**src/rtl/segdrv_pkg.sv**
```systemverilog
package segdrv_pkg;

  // Bias rails, ordered from the most positive to the most negative.
  typedef enum logic [1:0] {
    LVL_TOP    = 2'b00,
    LVL_MID_HI = 2'b01,
    LVL_MID_LO = 2'b10,
    LVL_BOT    = 2'b11
  } lvl_e;

  function automatic lvl_e pick_level(input logic held_bit,
                                      input logic frame,
                                      input logic blank_n);
    lvl_e res;
    if (!blank_n)                res = LVL_TOP;
    else if (!frame && held_bit) res = LVL_TOP;
    else if (!frame)             res = LVL_MID_HI;
    else if (!held_bit)          res = LVL_MID_LO;
    else                         res = LVL_BOT;
    return res;
  endfunction

endpackage

```
**src/rtl/segdrv_fall_det.sv**
```systemverilog
module segdrv_fall_det #(
  parameter int SYNC_STAGES = 2
) (
  input  logic clk,
  input  logic rst_n,
  input  logic async_in,
  output logic fall_pulse
);

  localparam int TOTAL = SYNC_STAGES + 1;

  logic [TOTAL-1:0] sync_q;
  logic [TOTAL-1:0] sync_d;

  always_comb begin
    sync_d = {sync_q[TOTAL-2:0], async_in};
  end

  always_ff @(posedge clk or negedge rst_n) begin
    if (!rst_n) sync_q <= '0;
    else        sync_q <= sync_d;
  end

  // The oldest stage is still high while the newer one has gone low.
  assign fall_pulse = sync_q[TOTAL-1] & ~sync_q[TOTAL-2];

endmodule

```
**src/rtl/segdrv_line_fill.sv**
```systemverilog
module segdrv_line_fill #(
  parameter int LINE_W = 80,
  parameter int LANES  = 4
) (
  input  logic              clk,
  input  logic              rst_n,
  input  logic              shift_fall,
  input  logic              load_fall,
  input  logic              en_in_n,
  input  logic              dir_rev,
  input  logic [LANES-1:0]  data_in,
  output logic [LINE_W-1:0] line_q,
  output logic [LINE_W-1:0] held_q,
  output logic              full_q
);

  localparam int STEPS = LINE_W / LANES;
  localparam int PTR_W = (STEPS > 1) ? $clog2(STEPS) : 1;
  localparam int IDX_W = (LINE_W > 1) ? $clog2(LINE_W) : 1;

  logic [PTR_W-1:0]  ptr_q, ptr_d;
  logic [LINE_W-1:0] line_d, held_d;
  logic              full_d;
  logic              accept;
  logic [IDX_W-1:0]  base;
  logic [IDX_W-1:0]  fwd;

  always_comb begin
    line_d = line_q;
    held_d = held_q;
    ptr_d  = ptr_q;
    full_d = full_q;
    fwd    = '0;
    accept = shift_fall & ~en_in_n & ~full_q & ~load_fall;
    base   = IDX_W'(ptr_q) * IDX_W'(LANES);
    if (load_fall) begin
      held_d = line_q;
      ptr_d  = '0;
      full_d = 1'b0;
    end else if (accept) begin
      for (int j = 0; j < LANES; j++) begin
        fwd = base + IDX_W'(j);
        if (dir_rev) line_d[IDX_W'(LINE_W-1) - fwd] = data_in[j];
        else         line_d[fwd]                    = data_in[j];
      end
      if (ptr_q == PTR_W'(STEPS-1)) begin
        ptr_d  = '0;
        full_d = 1'b1;
      end else begin
        ptr_d = ptr_q + PTR_W'(1);
      end
    end
  end

  always_ff @(posedge clk or negedge rst_n) begin
    if (!rst_n) begin
      line_q <= '0;
      held_q <= '0;
      ptr_q  <= '0;
      full_q <= 1'b0;
    end else begin
      line_q <= line_d;
      held_q <= held_d;
      ptr_q  <= ptr_d;
      full_q <= full_d;
    end
  end

endmodule

```
**src/rtl/segdrv_level_enc.sv**
```systemverilog
module segdrv_level_enc
  import segdrv_pkg::*;
#(
  parameter int LINE_W = 80
) (
  input  logic [LINE_W-1:0]   held_q,
  input  logic                frame_pol,
  input  logic                blank_n,
  output logic [2*LINE_W-1:0] level_code
);

  for (genvar i = 0; i < LINE_W; i++) begin : g_out
    lvl_e lvl;
    assign lvl = pick_level(held_q[i], frame_pol, blank_n);
    assign level_code[2*i +: 2] = lvl;
  end

endmodule

```
**src/rtl/segdrv_core.sv**
```systemverilog
module segdrv_core #(
  parameter int LINE_W = 80,
  parameter int LANES  = 4
) (
  input  logic                clk,
  input  logic                rst_n,
  input  logic                shift_clk,
  input  logic                line_strobe,
  input  logic                chain_in_n,
  output logic                chain_out_n,
  input  logic                dir_rev,
  input  logic [LANES-1:0]    data_in,
  input  logic                frame_pol,
  input  logic                blank_n,
  output logic [2*LINE_W-1:0] level_code
);

  logic              shift_fall;
  logic              load_fall;
  logic [LINE_W-1:0] line_q;
  logic [LINE_W-1:0] held_q;
  logic              full_q;

  segdrv_fall_det #(.SYNC_STAGES(2)) u_shift_det (
    .clk        (clk),
    .rst_n      (rst_n),
    .async_in   (shift_clk),
    .fall_pulse (shift_fall)
  );

  segdrv_fall_det #(.SYNC_STAGES(2)) u_load_det (
    .clk        (clk),
    .rst_n      (rst_n),
    .async_in   (line_strobe),
    .fall_pulse (load_fall)
  );

  segdrv_line_fill #(.LINE_W(LINE_W), .LANES(LANES)) u_fill (
    .clk        (clk),
    .rst_n      (rst_n),
    .shift_fall (shift_fall),
    .load_fall  (load_fall),
    .en_in_n    (chain_in_n),
    .dir_rev    (dir_rev),
    .data_in    (data_in),
    .line_q     (line_q),
    .held_q     (held_q),
    .full_q     (full_q)
  );

  segdrv_level_enc #(.LINE_W(LINE_W)) u_enc (
    .held_q     (held_q),
    .frame_pol  (frame_pol),
    .blank_n    (blank_n),
    .level_code (level_code)
  );

  assign chain_out_n = ~full_q;

endmodule

```
**config.mk**
```make
export PLATFORM = sky130hd
export DESIGN_NAME = segdrv_core
export DESIGN_NICKNAME = d
export VERILOG_FILES = /design/src/rtl/segdrv_pkg.sv /design/src/rtl/segdrv_fall_det.sv /design/src/rtl/segdrv_line_fill.sv /design/src/rtl/segdrv_level_enc.sv /design/src/rtl/segdrv_core.sv
export SDC_FILE = /design/constraint.sdc
export NUM_CORES = 1
export LEC_CHECK = 0
export BUFFER_PORTS_ARGS = -buffer_cell sky130_fd_sc_hd__buf_2
export CORE_MARGIN = 1
export CORE_UTILIZATION = 60
export DETAILED_ROUTE_END_ITERATION = 8
export PLACE_DENSITY = 0.93
export SLEW_MARGIN = 25
export SYNTH_ARGS = -nofsm -noshare
export SYNTH_HDL_FRONTEND = slang
export SYNTH_SLANG_ARGS = --single-unit
```
**constraint.sdc**
```tcl
create_clock -name clk -period 8.3 [get_ports clk]
set_input_delay 1.245 -clock clk [delete_from_list [all_inputs] [get_ports clk]]
set_output_delay 1.245 -clock clk [all_outputs]
set_load 0.02 [all_outputs]
```
* Word-level counts from Yosys, hierarchy flattened
Index checks and enable logic that the tools add are counted.
** Word-level totals
- Bits in registers :: 172
- Output and inout bits :: 161
- Logic and storage cells :: 494
** Operators by class
- Add/subtract/negate cells :: 8
- Magnitude comparators :: 16
- Equal/unequal tests :: 1
- Multiplexer cells :: 360
- Bitwise logic cells :: 10
- Reductions and logical operators :: 93
** Operators with widths (number)
- $mux 80 :: 10
- $bwmux 80 :: 8
- $mux 2 :: 240
- $mux 1 :: 91
- $logic_and 1x1->1 :: 88
- $lt 7x8->1 const B :: 8
- $ge 7x1->1 const B :: 8
- $demux 1 s7 :: 7
- $sub 7x7->7 const A :: 4
- $mux 5 :: 3
- $add 7x2->7 const B :: 2
- $add 7x1->7 const B :: 1
- $add 5x1->5 const B :: 1
- $and 1x1->1 :: 5
- $demux 1 s5 :: 1
- $eq 5x5->1 const B :: 1
- $not 1->1 :: 5
- $reduce_and 2->1 :: 2
- $reduce_bool 2->1 :: 2
- $logic_not 1->1 :: 1

* Logic depth before layout (Yosys ltp)
Gate-level depths: netlist of run 1.
- Depth after elaboration :: 19
- Gate-level depth with buffers :: 9
- Gate-level depth less buffers :: 6

* Modules after synthesis
From an unflattened synthesis of run 1, not the netlist that was laid out.
** Unflattened totals
- Cells, all modules :: 922
- Area, all modules :: 9880.7 um^2
** By module, submodules not included
- segdrv_line_fill :: times used 1, cells each 655, area an instance 7731.2 um^2, seq. area each 4154.0 um^2
- segdrv_level_enc :: times used 1, cells each 258, area an instance 1968.1 um^2, seq. area each 0.0 um^2
- segdrv_fall_det :: times used 2, cells each 4, area an instance 88.8 um^2, seq. area each 75.1 um^2
- segdrv_core :: times used 1, cells each 1, area an instance 3.8 um^2, seq. area each 0.0 um^2

* Worst setup path before layout of run 1
OpenSTA, ideal clock, no wires.
- Path type :: input to output
- Start :: input port blank_n
- End :: output port level_code[45]
- Data arrival time :: 3492 ps
- Data required time :: 7055 ps
- Slack :: 3563 ps
- Cell stages on the path :: 3
- Path buffers :: 1
- Cells stage by stage :: clkbuf_1 > and2_1 > nor2b_1
** Between the ends
- Longest elaborated chain between the ends :: 1
** RTL lines
- start, declared :: RTL line segdrv_core.sv:14 : input logic blank_n,
- $mux 2 :: RTL line segdrv_pkg.sv:15 : if (!blank_n) res = LVL_TOP;
- end, declared :: RTL line segdrv_core.sv:15 : output logic [2*LINE_W-1:0] level_code
No other way between the ends.

* Final worst setup path of run 1
- Start :: input port frame_pol
- End :: output port level_code[44]
** Between the ends
- Longest elaborated chain between the ends :: 4
- Elaborated cells on any way between the ends :: 5
- Classes of those cells :: mux: 3; reduce/logical: 2
** RTL lines
- start, declared :: RTL line segdrv_core.sv:13 : input logic frame_pol,
- $logic_not 1->1 :: RTL line segdrv_pkg.sv:16 : else if (!frame && held_bit) res = LVL_TOP;
- $logic_and 1x1->1 :: RTL line segdrv_pkg.sv:16
- $mux 2 * :: RTL line segdrv_pkg.sv:16
- $mux 2 * :: RTL line segdrv_pkg.sv:15
Mark *: on every way between the ends. The rest lies on a longest branch, timed or not.

==> metrics.md, run 1 <==
| Metric | Value |
|---|---|
| Final Hold Viols | 0 |
| Initial antenna violation count | 0 |
| FFs w/ async S/R, synth | 100.0% |
| Share of post-route cells with drive strength above 1 | 21.63% |
| Slowest-stage cell, CP | buf_4 |
| Main synth FF type | dfrtp_1 |
| CP Class | primary input to output pin |
| MaxCap Viol Count | 0 |
| Via count | 7,990 |
| Flops & latches, synth | 172 |
| WP buf/inv | 4 |
| Clock power frac | 39.9% |
| Antenna Cells | 0 |
| Multi-input logic area | 0.004583 sq mm |
| Mux cell area share after synthesis | 0% |
| Reg area | 0.004304 sq mm |
| RSZ-0062 raised after global routing | no |
| TritonCTS Buffers | 17 |
| Pwr dens | 202.7 mW/mm^2 |
| Vias in the first global route | 7,261 |
| P_leak | 5.122 nW |
| Die area | 0.01698 sq mm |
| Power Internal | 1.589 mW |
| CP startpoint kind | primary input |
| Delay-heaviest family, CP | buffers and inverters |
| Filler cell count | 1,227 |
| Post-Place Cell Area | 0.01016 sq mm |
| Via-to-Cell Ratio | 5.945 |
| Drt drc | 0 |
| Cts repair resizes | 0 |
| Flop pwr share | 43.4% |
| Hold-fix buffers at CTS | 0 |
| Top Ports | 173 |
| Clock Root Buffer | clkbuf_16 |
| CORE AREA | 0.01600 sq mm |
| Antenna Nets Post-Route | 0 |
| Post-route minimum period | 4.341 ns |
| Setup TNS | 0 ns |
| Clock Pin Slew Worst Setup and Hold Paths | 0.07 ns |
| Die X | 130.3 um |
| Inst Count DP | 1,312 |
| Max Clk Rate | 230.4 MHz |
| TritonCTS clock tree | yes |
| Area Overhead vs Synth | 9.552% |
| Hold/Removal Path Class | flop to flop |
| Depth of the CTS H-tree | 4 |
| Largest family of logic cells by synthesized area | simple AND/OR/NAND/NOR gates |
| Yosys warns | 0 |
| CP arrival | 3.10 ns |
| Max-slew violation count | 0 |
| Final worst-path cycle share | 52.30% |
| Outcome | finished, final reports clean |
| Synth Area in XOR/XNOR | 7.260% |
| Placer Congestion | 0.8944 |
| FF-to-FF path depth | 7 |
| Final non-filler cell total | 1,344 |
| Setup Buffers After CTS | 0 |
| Drt first-iter violations | 907 |
| Crit path depth | 6 |
| Critical-path cell list | buf_4 > buf_4 > inv_1 > ha_1 > and2_1 > buf_2 |
| Rel. slew slack | 37.66% |
| Drt total wl | 23,500 um |
| Clock Latency Late Sink | 0.44 ns |
| Number of synthesized flops with an enable pin | 0 |
| Combinational power share | 16.7% |
| Syn Nets | 1,093 |
| Starting density of the core | 61.72% |
| Most common cell on crit path | buf_4 |
| Total global routing overflow | 0 |
| CTS max path bufs | 2 |
| CP max FO | 50 |
| VDD IR-drop max | 0.0001351 V |
| Cell area after synthesis | 0.009876 sq mm |
| WHS Path Cells | 0 |
| First-pass GRT wire length | 37,040 um |
| Crit path capture type | output pin |
| Rows | 46 |
| Number of port buffers | 172 |
| Post-Syn Instances | 1,074 |
| Largest net degree at the start of global routing | 105 |
| Cell area after layout | 0.01082 sq mm |
| Post-synth cell types | 49 |
| Clk_skew | 0.01012 ns |
| Compound-Gate Fraction of Synth Area | 16.34% |
| Switch share | 27.54% |
| CP Data Required Time | 7.05 ns |
| Synthesized area per cell | 9.195 sq um |
| Net Sw Power | 0.6040 mW |
| Pre-antenna DRT Iters | 6 |
| Total track usage | 28.28% |
| Die Span Y | 130.3 um |
| Wire length per cell | 17.48 um |
| Hpwl dp | 15,140 um |
| Post-Synth Adder-Cell Area | 0.8869% |
| Seq/Total Area, Yosys | 43.58% |
| Layout Utilization | 67.62% |
| Simple-Gate Fraction of Synth Area | 21.79% |
| Clock sinks | 172 |
| Worst slew pin tran | 0.9316 ns |
| Layout Nets | 1,134 |
| Final setup viols | 0 |
| Max stage delay on crit path | 0.72 ns |
==> layer usage <==
metal	routed length, um	share of wire (%)	GRT usage, %
met5	0	0	0
met4	656	2.8	11.42
met3	2024	8.6	5.740
met2	11260	48	45.68
met1	9560	41	37.38
==> worst reg2reg max path, stage by stage (launching register included) <==
cell	delay [ns]
dfrtp_1	0.94
inv_1	0.20
ha_1	0.34
xor2_2	0.29
buf_4	0.30
nor2_1	0.74
a22oi_1	0.26
o22a_1	0.27
==> kinds of logic after synthesis <==
logic type,Yosys count
fa+ha+maj,7
buf+inv,169
simple gates,453
flops,172
compound gates,192
xor+xnor,81
==> cells in the final DEF (no fill, tap or decap), types with 3 or more instances in the layout <==
| cell type | n |
|---|---|
| nand2_1 | 278 |
| a2bb2oi_1 | 6 |
| nor3_1 | 8 |
| and2_4 | 4 |
| clkinvlp_4 | 3 |
| buf_4 | 12 |
| o22a_1 | 24 |
| o22ai_1 | 24 |
| a22oi_1 | 25 |
| a22o_1 | 8 |
| clkbuf_8 | 6 |
| nor2_1 | 27 |
| xnor2_1 | 80 |
| and2_1 | 98 |
| a2bb2oi_2 | 10 |
| clkbuf_16 | 17 |
| a21oi_1 | 7 |
| nand3_1 | 4 |
| or3b_1 | 4 |
| o2bb2ai_1 | 32 |
| o32ai_1 | 16 |
| buf_2 | 169 |
| inv_1 | 8 |
| a32oi_1 | 32 |
| nor3b_1 | 4 |
| dfrtp_1 | 172 |
| ha_1 | 7 |
| bufinv_16 | 4 |
| nand2b_1 | 4 |
| a21o_1 | 4 |
==> per-stage QoR <==
| step | setup slack, ns | hold WS, ns | total power, mW |
|---|---|---|---|
| global placement | 3.863 | 0.3314 | 1.318 |
| finish | 3.959 | 0.3499 | 2.193 |
| global route | 3.824 | 0.3575 | 2.269 |
| floorplan | 3.563 | 0.3312 | 1.243 |
| detailed placement | 3.774 | 0.3381 | 1.330 |
| CTS | 3.738 | 0.3532 | 2.196 |
==> Yosys cell counts, types with 2 or more instances <==
library cell	count	area, sq um
buf_1	9	33.78
nand3_1	4	20.02
o2bb2ai_1	32	280.3
nor2_1	27	101.4
nor2b_1	3	18.77
and3_1	2	12.51
buf_6	4	45.04
or3b_1	4	35.03
o32ai_1	16	140.1
clkbuf_1	41	153.9
nor3_1	8	40.04
a22o_1	8	70.07
nand4_1	2	12.51
nand2b_1	5	31.28
a2bb2oi_2	10	150.1
a21oi_1	7	35.03
o21ai_0	2	10.01
inv_1	8	30.03
a32oi_1	32	280.3
a22oi_1	25	187.7
a2bb2oi_1	6	52.55
o22a_1	24	210.2
o22ai_1	24	150.1
dfrtp_1	172	4304
a21o_1	4	30.03
and2_4	3	26.28
a21oi_2	2	17.52
xnor2_1	80	700.7
and2_1	99	619.3
buf_2	25	125.1
or2_2	2	12.51
nor3b_1	4	30.03
nand2_1	278	1044
buf_4	81	608.1
ha_1	7	87.58
==> area by class of cell <==
class / instances / area share, %
multi-input cells: 733 / 42.36
well taps: 216 / 2.498
flip-flops and latches: 172 / 39.78
clock buffers: 23 / 4.603
repair buffers: 183 / 9.032
inverters: 8 / 0.2776
clock inverters: 9 / 1.446
==> flip-flops by register name, summed over array words and instances (netlist names) <==
name	cells
u_shift_det.sync_q	3
u_load_det.sync_q	3
u_fill.full_q	1
u_fill.line_q	80
u_fill.ptr_q	5
u_fill.held_q	80
==> path summary, 6_finish.rpt <==
| check | start | to | slack, ns |
|---|---|---|---|
| setup reg to reg | u_fill.ptr_q[2] | u_fill.line_q[23] | 4.86 |
| min in group asynchronous | rst_n | u_fill.held_q[79] | 0.87 |
| max in group asynchronous | rst_n | u_fill.held_q[8] | 6.10 |
| hold / removal | u_shift_det.sync_q[0] | u_shift_det.sync_q[1] | 0.35 |
| hold reg to reg | u_shift_det.sync_q[0] | u_shift_det.sync_q[1] | 0.35 |
| setup / recovery | frame_pol | level_code[44] | 3.96 |
==> power by group through the flow <==
stage	Combinational [mW]	Clock [mW]	Sequential [mW]
6_report	0.367	0.874	0.951
5_1_grt	0.404	0.908	0.957
4_1_cts	0.368	0.877	0.951
3_5_place_dp	0.365	0	0.966
3_3_place_gp	0.355	0	0.963
2_1_floorplan	0.293	0	0.950
Power figures use the tool's default switching activity.
==> run 2, diff against run 1 <==
- CORE_UTILIZATION: 60 -> 57
- PLACE_DENSITY: 0.93 -> 0.89
- clock period: 8.3 -> 4.3 ns (I/O delays scaled with it)
==> run 2 against run 1 <==
Against the previous run: utilization shrank 3.1 points; count of clock-buffer cells in the layout is 4 lower; first-iteration DRC count fell by 19%; worst setup slack worse by 3.0 ns; sequential power is 93% higher; hold slack got worse by 0.073 ns; routed wire length shrank 3.2%; combinational power is 91% higher; non-clock buffer count grew 2; largest power group unchanged.
==> metrics.md, run 2 (synthesized netlist as in run 1, its figures left out) <==
| Metric | Value |
|---|---|
| Post-route minimum period | 3.334 ns |
| TritonCTS Buffers | 17 (unchanged) |
| Rows | 47 (+2.2%) |
| Vias in the first global route | 7,275 (+0.19%) |
| R2r setup slk | 0.97 ns (-3.89 ns) |
| Largest net degree at the start of global routing | 91 (-13%) |
| P_leak | 5.126 nW (about the same) |
| Final non-filler cell total | 1,350 (+0.45%) |
| MaxCap Viol Count | 0 (unchanged) |
| Pre-antenna DRT Iters | 6 (unchanged) |
| Via-to-Cell Ratio | 5.821 (-2.1%) |
| Starting density of the core | 58.92% (-2.8 points) |
| Cts repair resizes | 0 (unchanged) |
| Share of post-route cells with drive strength above 1 | 21.86% (+0.23 points) |
| Clock Pin Slew Worst Setup and Hold Paths | 0.06 ns (about the same) |
| Critical-path cell list | inv_1 > ha_1 > xor2_2 > buf_4 > nor2_1 > a22oi_1 > o22a_1 |
| Clk_skew | 0.008041 ns (-0.002083 ns) |
| Final worst-path cycle share | 77.53% |
| Final setup viols | 0 (unchanged) |
| Clock Latency Late Sink | 0.44 ns (about the same) |
| Post-Place Cell Area | 0.01018 sq mm (+0.17%) |
| CTS max path bufs | 2 (unchanged) |
| Antenna Cells | 0 (unchanged) |
| Die Span Y | 133.6 um (+2.6%) |
| Hold-fix buffers at CTS | 0 (unchanged) |
| Commonest non-fill, non-tap cell in the layout | nand2_1 |
| Cell area after layout | 0.01082 sq mm (about the same) |
| Pwr dens | 388.2 mW/mm^2 (+92%) |
| Slowest-stage cell, CP | dfrtp_1 |
| CP startpoint kind | flop |
| Wire length per cell | 16.84 um (-3.7%) |
| Hold/Removal Path Class | primary input to async pin |
| Biggest regs | u_fill.held_q: 80 flops, u_fill.line_q: 80 flops, u_fill.ptr_q: 5 flops |
| Drt drc | 0 (unchanged) |
| CP arrival | 3.65 ns (+0.55 ns) |
| Placer Congestion | 0.9255 (+3.5%) |
| Commonest cells after routing, fill and taps aside | nand2_1, dfrtp_1, buf_2, and2_1, xnor2_1 |
| CP max FO | 26 (-48%) |
| Max stage delay on crit path | 0.90 ns (+0.18 ns) |
| Total track usage | 26.48% (-1.8 points) |
| Number of port buffers | 172 (unchanged) |
| Die area | 0.01786 sq mm (+5.2%) |
| Rel. slew slack | 37.64% (about the same) |
| Max-slew violation count | 0 (unchanged) |
| Global Route met2 Usage | 41.96% (-3.7 points) |
| Antenna Nets Post-Route | 0 (unchanged) |
| Outcome | finished, final reports clean |
| CORE AREA | 0.01676 sq mm (+4.7%) |
| Delay-heaviest family, CP | flip-flops |
| Clock Root Buffer | clkbuf_16 |
| Depth of the CTS H-tree | 4 (unchanged) |
| CP Class | flop to flop |
| Final WS setup | 0.9662 ns (-2.993 ns) |
| WP buf/inv | 2 (-2) |
| Layout Nets | 1,136 (+0.18%) |
| GRT met3 Usage | 6.431% (+0.69 points) |
| VDD IR-drop max | 0.0002926 V (+120%) |
| First-pass GRT wire length | 37,520 um (+1.3%) |
| RSZ-0062 raised after global routing | no |
| Drt total wl | 22,740 um (-3.2%) |
| Setup TNS | 0 ns (unchanged) |
| Drt first-iter violations | 738 (-19%) |
| Hpwl dp | 15,420 um (+1.8%) |
| Inst Count DP | 1,318 (+0.46%) |
| Crit path capture type | flop |
| Via count | 7,859 (-1.6%) |
| GR met1 Demand/Resource | 35.58% (-1.8 points) |
| Pre-CTS WS | 1.105 ns (-2.670 ns) |
| Top Ports | 173 (unchanged) |
| Final Hold Viols | 0 (unchanged) |
| TritonCTS clock tree | yes |
| Clock sinks | 172 (unchanged) |
| Total global routing overflow | 0 (unchanged) |
| CP Data Required Time | 4.62 ns (-2.43 ns) |
| Initial antenna violation count | 0 (unchanged) |
| Busiest layer in global routing | met2 |
| Worst slew pin tran | 0.9319 ns (+0.0003021 ns) |
| Area Overhead vs Synth | 9.527% (about the same) |
| Layout Utilization | 64.54% (-3.1 points) |
| Max Clk Rate | 300.0 MHz |
| Setup Buffers After CTS | 0 (unchanged) |
| Die X | 133.6 um (+2.6%) |
==> run 2: final cells by class <==
type                    count  area [sq um]
flip-flops and latches    172          4304
clock inverters            13         187.7
multi-input cells         733          4587
clock buffers              19         452.9
well taps                 220         275.3
fillers                  1397          5943
inverters                   8         30.03
repair buffers            185         979.7
==> run 2: routing by layer <==
metal | wire, um | up-vias
met2 | 10670 | 422
li1 | - | 3666
met5 | 0 | -
met1 | 9663 | 3709
met4 | 555 | 0
met3 | 1844 | 62
==> run 2: final timing paths <==
check	start	to	depth (start not counted)
setup / recovery	u_fill.ptr_q[2]	u_fill.line_q[19]	7
hold / removal	rst_n	u_fill.held_q[31]	1
setup reg to reg	u_fill.ptr_q[2]	u_fill.line_q[19]	7
hold reg to reg	u_shift_det.sync_q[0]	u_shift_det.sync_q[1]	0
max in group asynchronous	rst_n	u_fill.line_q[5]	2
min in group clk	shift_clk	u_shift_det.sync_q[0]	1
==> run 2: per-stage QoR <==
stage                     power [mW]  hold slack, ns
after detailed placement       2.573          0.3395
after floorplan                2.399          0.3312
final                          4.199          0.2772
after CTS                      4.218          0.3011
after global placement         2.553          0.3313
after global routing           4.368          0.2939
==> run 2: worst register-to-register path, cell delays in order, from the launching register on <==
cell and delay (ns):
dfrtp_1 0.90, inv_1 0.19, ha_1 0.33, xor2_2 0.29, buf_4 0.30, nor2_1 0.74
a22oi_1 0.22, o22a_1 0.25
==> run 2: where the power goes <==
part	total (mW)	leakage, nW	internal [mW]	switching, mW
clock	1.66	0.306	1.01	0.650
sequential	1.84	2.34	1.74	0.0969
combinational	0.702	2.48	0.273	0.429
total	4.20	5.13	3.02	1.18
==> run 3, diff against run 2 <==
- clock period: 4.3 -> 3.38 ns (I/O delays scaled with it)
==> run 3 against run 2 <==
Against the previous run: non-clock buffer count increased by 7; critical endpoint is now u_fill.line_q[49]; critical path depth down 1; count of clock-buffer cells in the layout is 4 higher; sequential power increased by 27%; sequential share of layout area grew 0.083 points; register-to-register slack worse by 0.42 ns; largest power group unchanged; clock power up 15%; highest routed layer unchanged; via count increased by 3.0%; hold slack got worse by 0.16 ns; maximum frequency is 18% higher; largest cell class unchanged.
==> metrics.md, run 3 (synthesized netlist as in run 1, its figures left out) <==
| Metric | Value |
|---|---|
| Commonest non-fill, non-tap cell in the layout | nand2_1 |
| First-pass GRT wire length | 39,140 um (+4.3%) |
| CP startpoint kind | flop |
| Outcome | finished, final reports clean |
| Pre-CTS WS | 0.6390 ns (-0.4657 ns) |
| Rows | 47 (unchanged) |
| Antenna Nets Post-Route | 0 (unchanged) |
| Total global routing overflow | 0 (unchanged) |
| Final Hold Viols | 0 (unchanged) |
| Rel. slew slack | 38.22% (+0.58 points) |
| Largest net degree at the start of global routing | 81 (-11%) |
| Hpwl dp | 15,790 um (+2.4%) |
| Final setup viols | 0 (unchanged) |
| Worst slew pin tran | 0.9233 ns (-0.008638 ns) |
| Final worst-path cycle share | 83.85% (+6.3 points) |
| Drt drc | 0 (unchanged) |
| Layout Utilization | 64.40% (-0.13 points) |
| Via-to-Cell Ratio | 5.964 (+2.4%) |
| VDD IR-drop max | 0.0003515 V (+20%) |
| Clock Latency Late Sink | 0.43 ns (about the same) |
| TritonCTS clock tree | yes |
| Cell area after layout | 0.01079 sq mm (-0.21%) |
| CP arrival | 3.14 ns (-0.51 ns) |
| Wire length per cell | 17.41 um (+3.4%) |
| Filler cell count | 1,329 (-4.9%) |
| Placer Congestion | 0.9324 (+0.75%) |
| CORE AREA | 0.01676 sq mm (unchanged) |
| Pre-antenna DRT Iters | 7 (+1) |
| P_leak | 5.115 nW (-0.21%) |
| Pwr dens | 477.6 mW/mm^2 (+23%) |
| Post-Place Cell Area | 0.01022 sq mm (+0.47%) |
| Die X | 133.6 um (unchanged) |
| Setup Buffers After CTS | 0 (unchanged) |
| Crit path capture type | flop |
| Biggest regs | u_fill.held_q: 80 flops, u_fill.line_q: 80 flops, u_fill.ptr_q: 5 flops |
| Drt first-iter violations | 931 (+26%) |
| Initial antenna violation count | 0 (unchanged) |
| CP Data Required Time | 3.69 ns (-0.93 ns) |
| Number of port buffers | 172 (unchanged) |
| Clock sinks | 172 (unchanged) |
| CP Class | flop to flop |
| Critical-path cell list | inv_1 > ha_1 > xor2_2 > nor2_1 > a32oi_1 > o2bb2ai_1 |
| RSZ-0062 raised after global routing | no |
| Post-route minimum period | 2.834 ns (-0.4996 ns) |
| Max Clk Rate | 352.8 MHz (+18%) |
| MaxCap Viol Count | 0 (unchanged) |
| Cts repair resizes | 0 (unchanged) |
| Max stage delay on crit path | 0.71 ns (-0.19 ns) |
| Die area | 0.01786 sq mm (unchanged) |
| Clock Pin Slew Worst Setup and Hold Paths | 0.06 ns (about the same) |
| Top Ports | 173 (unchanged) |
| Layout Nets | 1,143 (+0.62%) |
| Area Overhead vs Synth | 9.299% |
| Max-slew violation count | 0 (unchanged) |
| Starting density of the core | 58.92% (unchanged) |
| Final WS setup | 0.5458 ns (-0.4204 ns) |
| Via count | 8,093 (+3.0%) |
| Drt total wl | 23,630 um (+3.9%) |
| Clk_skew | 0.006926 ns (-0.001115 ns) |
| Share of post-route cells with drive strength above 1 | 21.90% (+0.041 points) |
| Die Span Y | 133.6 um (unchanged) |
| Vias in the first global route | 7,621 (+4.8%) |
| Setup TNS | 0 ns (unchanged) |
| Slowest-stage cell, CP | xor2_2 |
| TritonCTS Buffers | 17 (unchanged) |
| Clock Root Buffer | clkbuf_16 |
| Commonest cells after routing, fill and taps aside | nand2_1, dfrtp_1, buf_2, and2_1, xnor2_1 |
| CP max FO | 21 (-19%) |
| CTS max path bufs | 2 (unchanged) |
| Antenna Cells | 0 (unchanged) |
| Hold/Removal Path Class | primary input to async pin |
| Hold-fix buffers at CTS | 0 (unchanged) |
| Depth of the CTS H-tree | 4 (unchanged) |
| Total track usage | 27.68% (+1.2 points) |
[run 3: final timing paths]
| check | to | depth (start not counted) | start | slack (ns) |
|---|---|---|---|---|
| max | u_fill.line_q[49] | 6 | u_fill.ptr_q[3] | 0.55 |
| min | u_fill.held_q[37] | 1 | rst_n | 0.12 |
| max reg2reg | u_fill.line_q[49] | 6 | u_fill.ptr_q[3] | 0.55 |
| min reg2reg | u_shift_det.sync_q[1] | 0 | u_shift_det.sync_q[0] | 0.35 |
| max in group asynchronous | u_fill.held_q[11] | 2 | rst_n | 2.46 |
| min in group clk | u_load_det.sync_q[0] | 1 | line_strobe | 0.18 |
[run 3: cell type report]
type	instances	area [sq um]	area share [%]
timing repair buffer	192	1032	9.563
sequential	172	4304	39.87
clock inverter	9	112.6	1.043
multi-input combinational	733	4582	42.45
clock buffer	23	457.9	4.242
inverter	8	30.03	0.2782
tap	220	275.3	2.550
[run 3: per-stage QoR]
stage / hold WS, ns / total power [mW] / std cells
global route: 0.1644 / 5.363 / 1357
floorplan: 0.2114 / 3.052 / 1074
CTS: 0.1440 / 5.182 / 1357
global placement: 0.3333 / 3.250 / 1325
detailed placement: 0.3347 / 3.276 / 1325
finish: 0.1177 / 5.155 / 1357
[run 3: report_power, final]
part	internal (mW)	leakage, nW	total (mW)	switching (mW)
Sequential	2.22	2.34	2.34	0.122
Combinational	0.351	2.51	0.901	0.550
Clock	1.11	0.264	1.91	0.802
Total	3.68	5.11	5.15	1.47
[run 3: per-layer routing]
layer	track usage (%)	vias to the layer above	part of all wire, %
met5	0	-	0
met4	13.45	0	3.8
met3	5.441	99	9.0
met2	43.58	517	47
met1	36.72	3800	40
li1	-	3677	-
[run 3: worst max-delay path, delay by kind of cell (launching register included)]
family	cells	cell delay (ns)
XOR/XNOR	1	0.71
AO/OA/AOI/OAI	2	0.47
flip-flops	1	0.66
AND/OR/NAND/NOR	1	0.44
buffers and inverters	1	0.13
adder cells (fa/ha/maj)	1	0.28
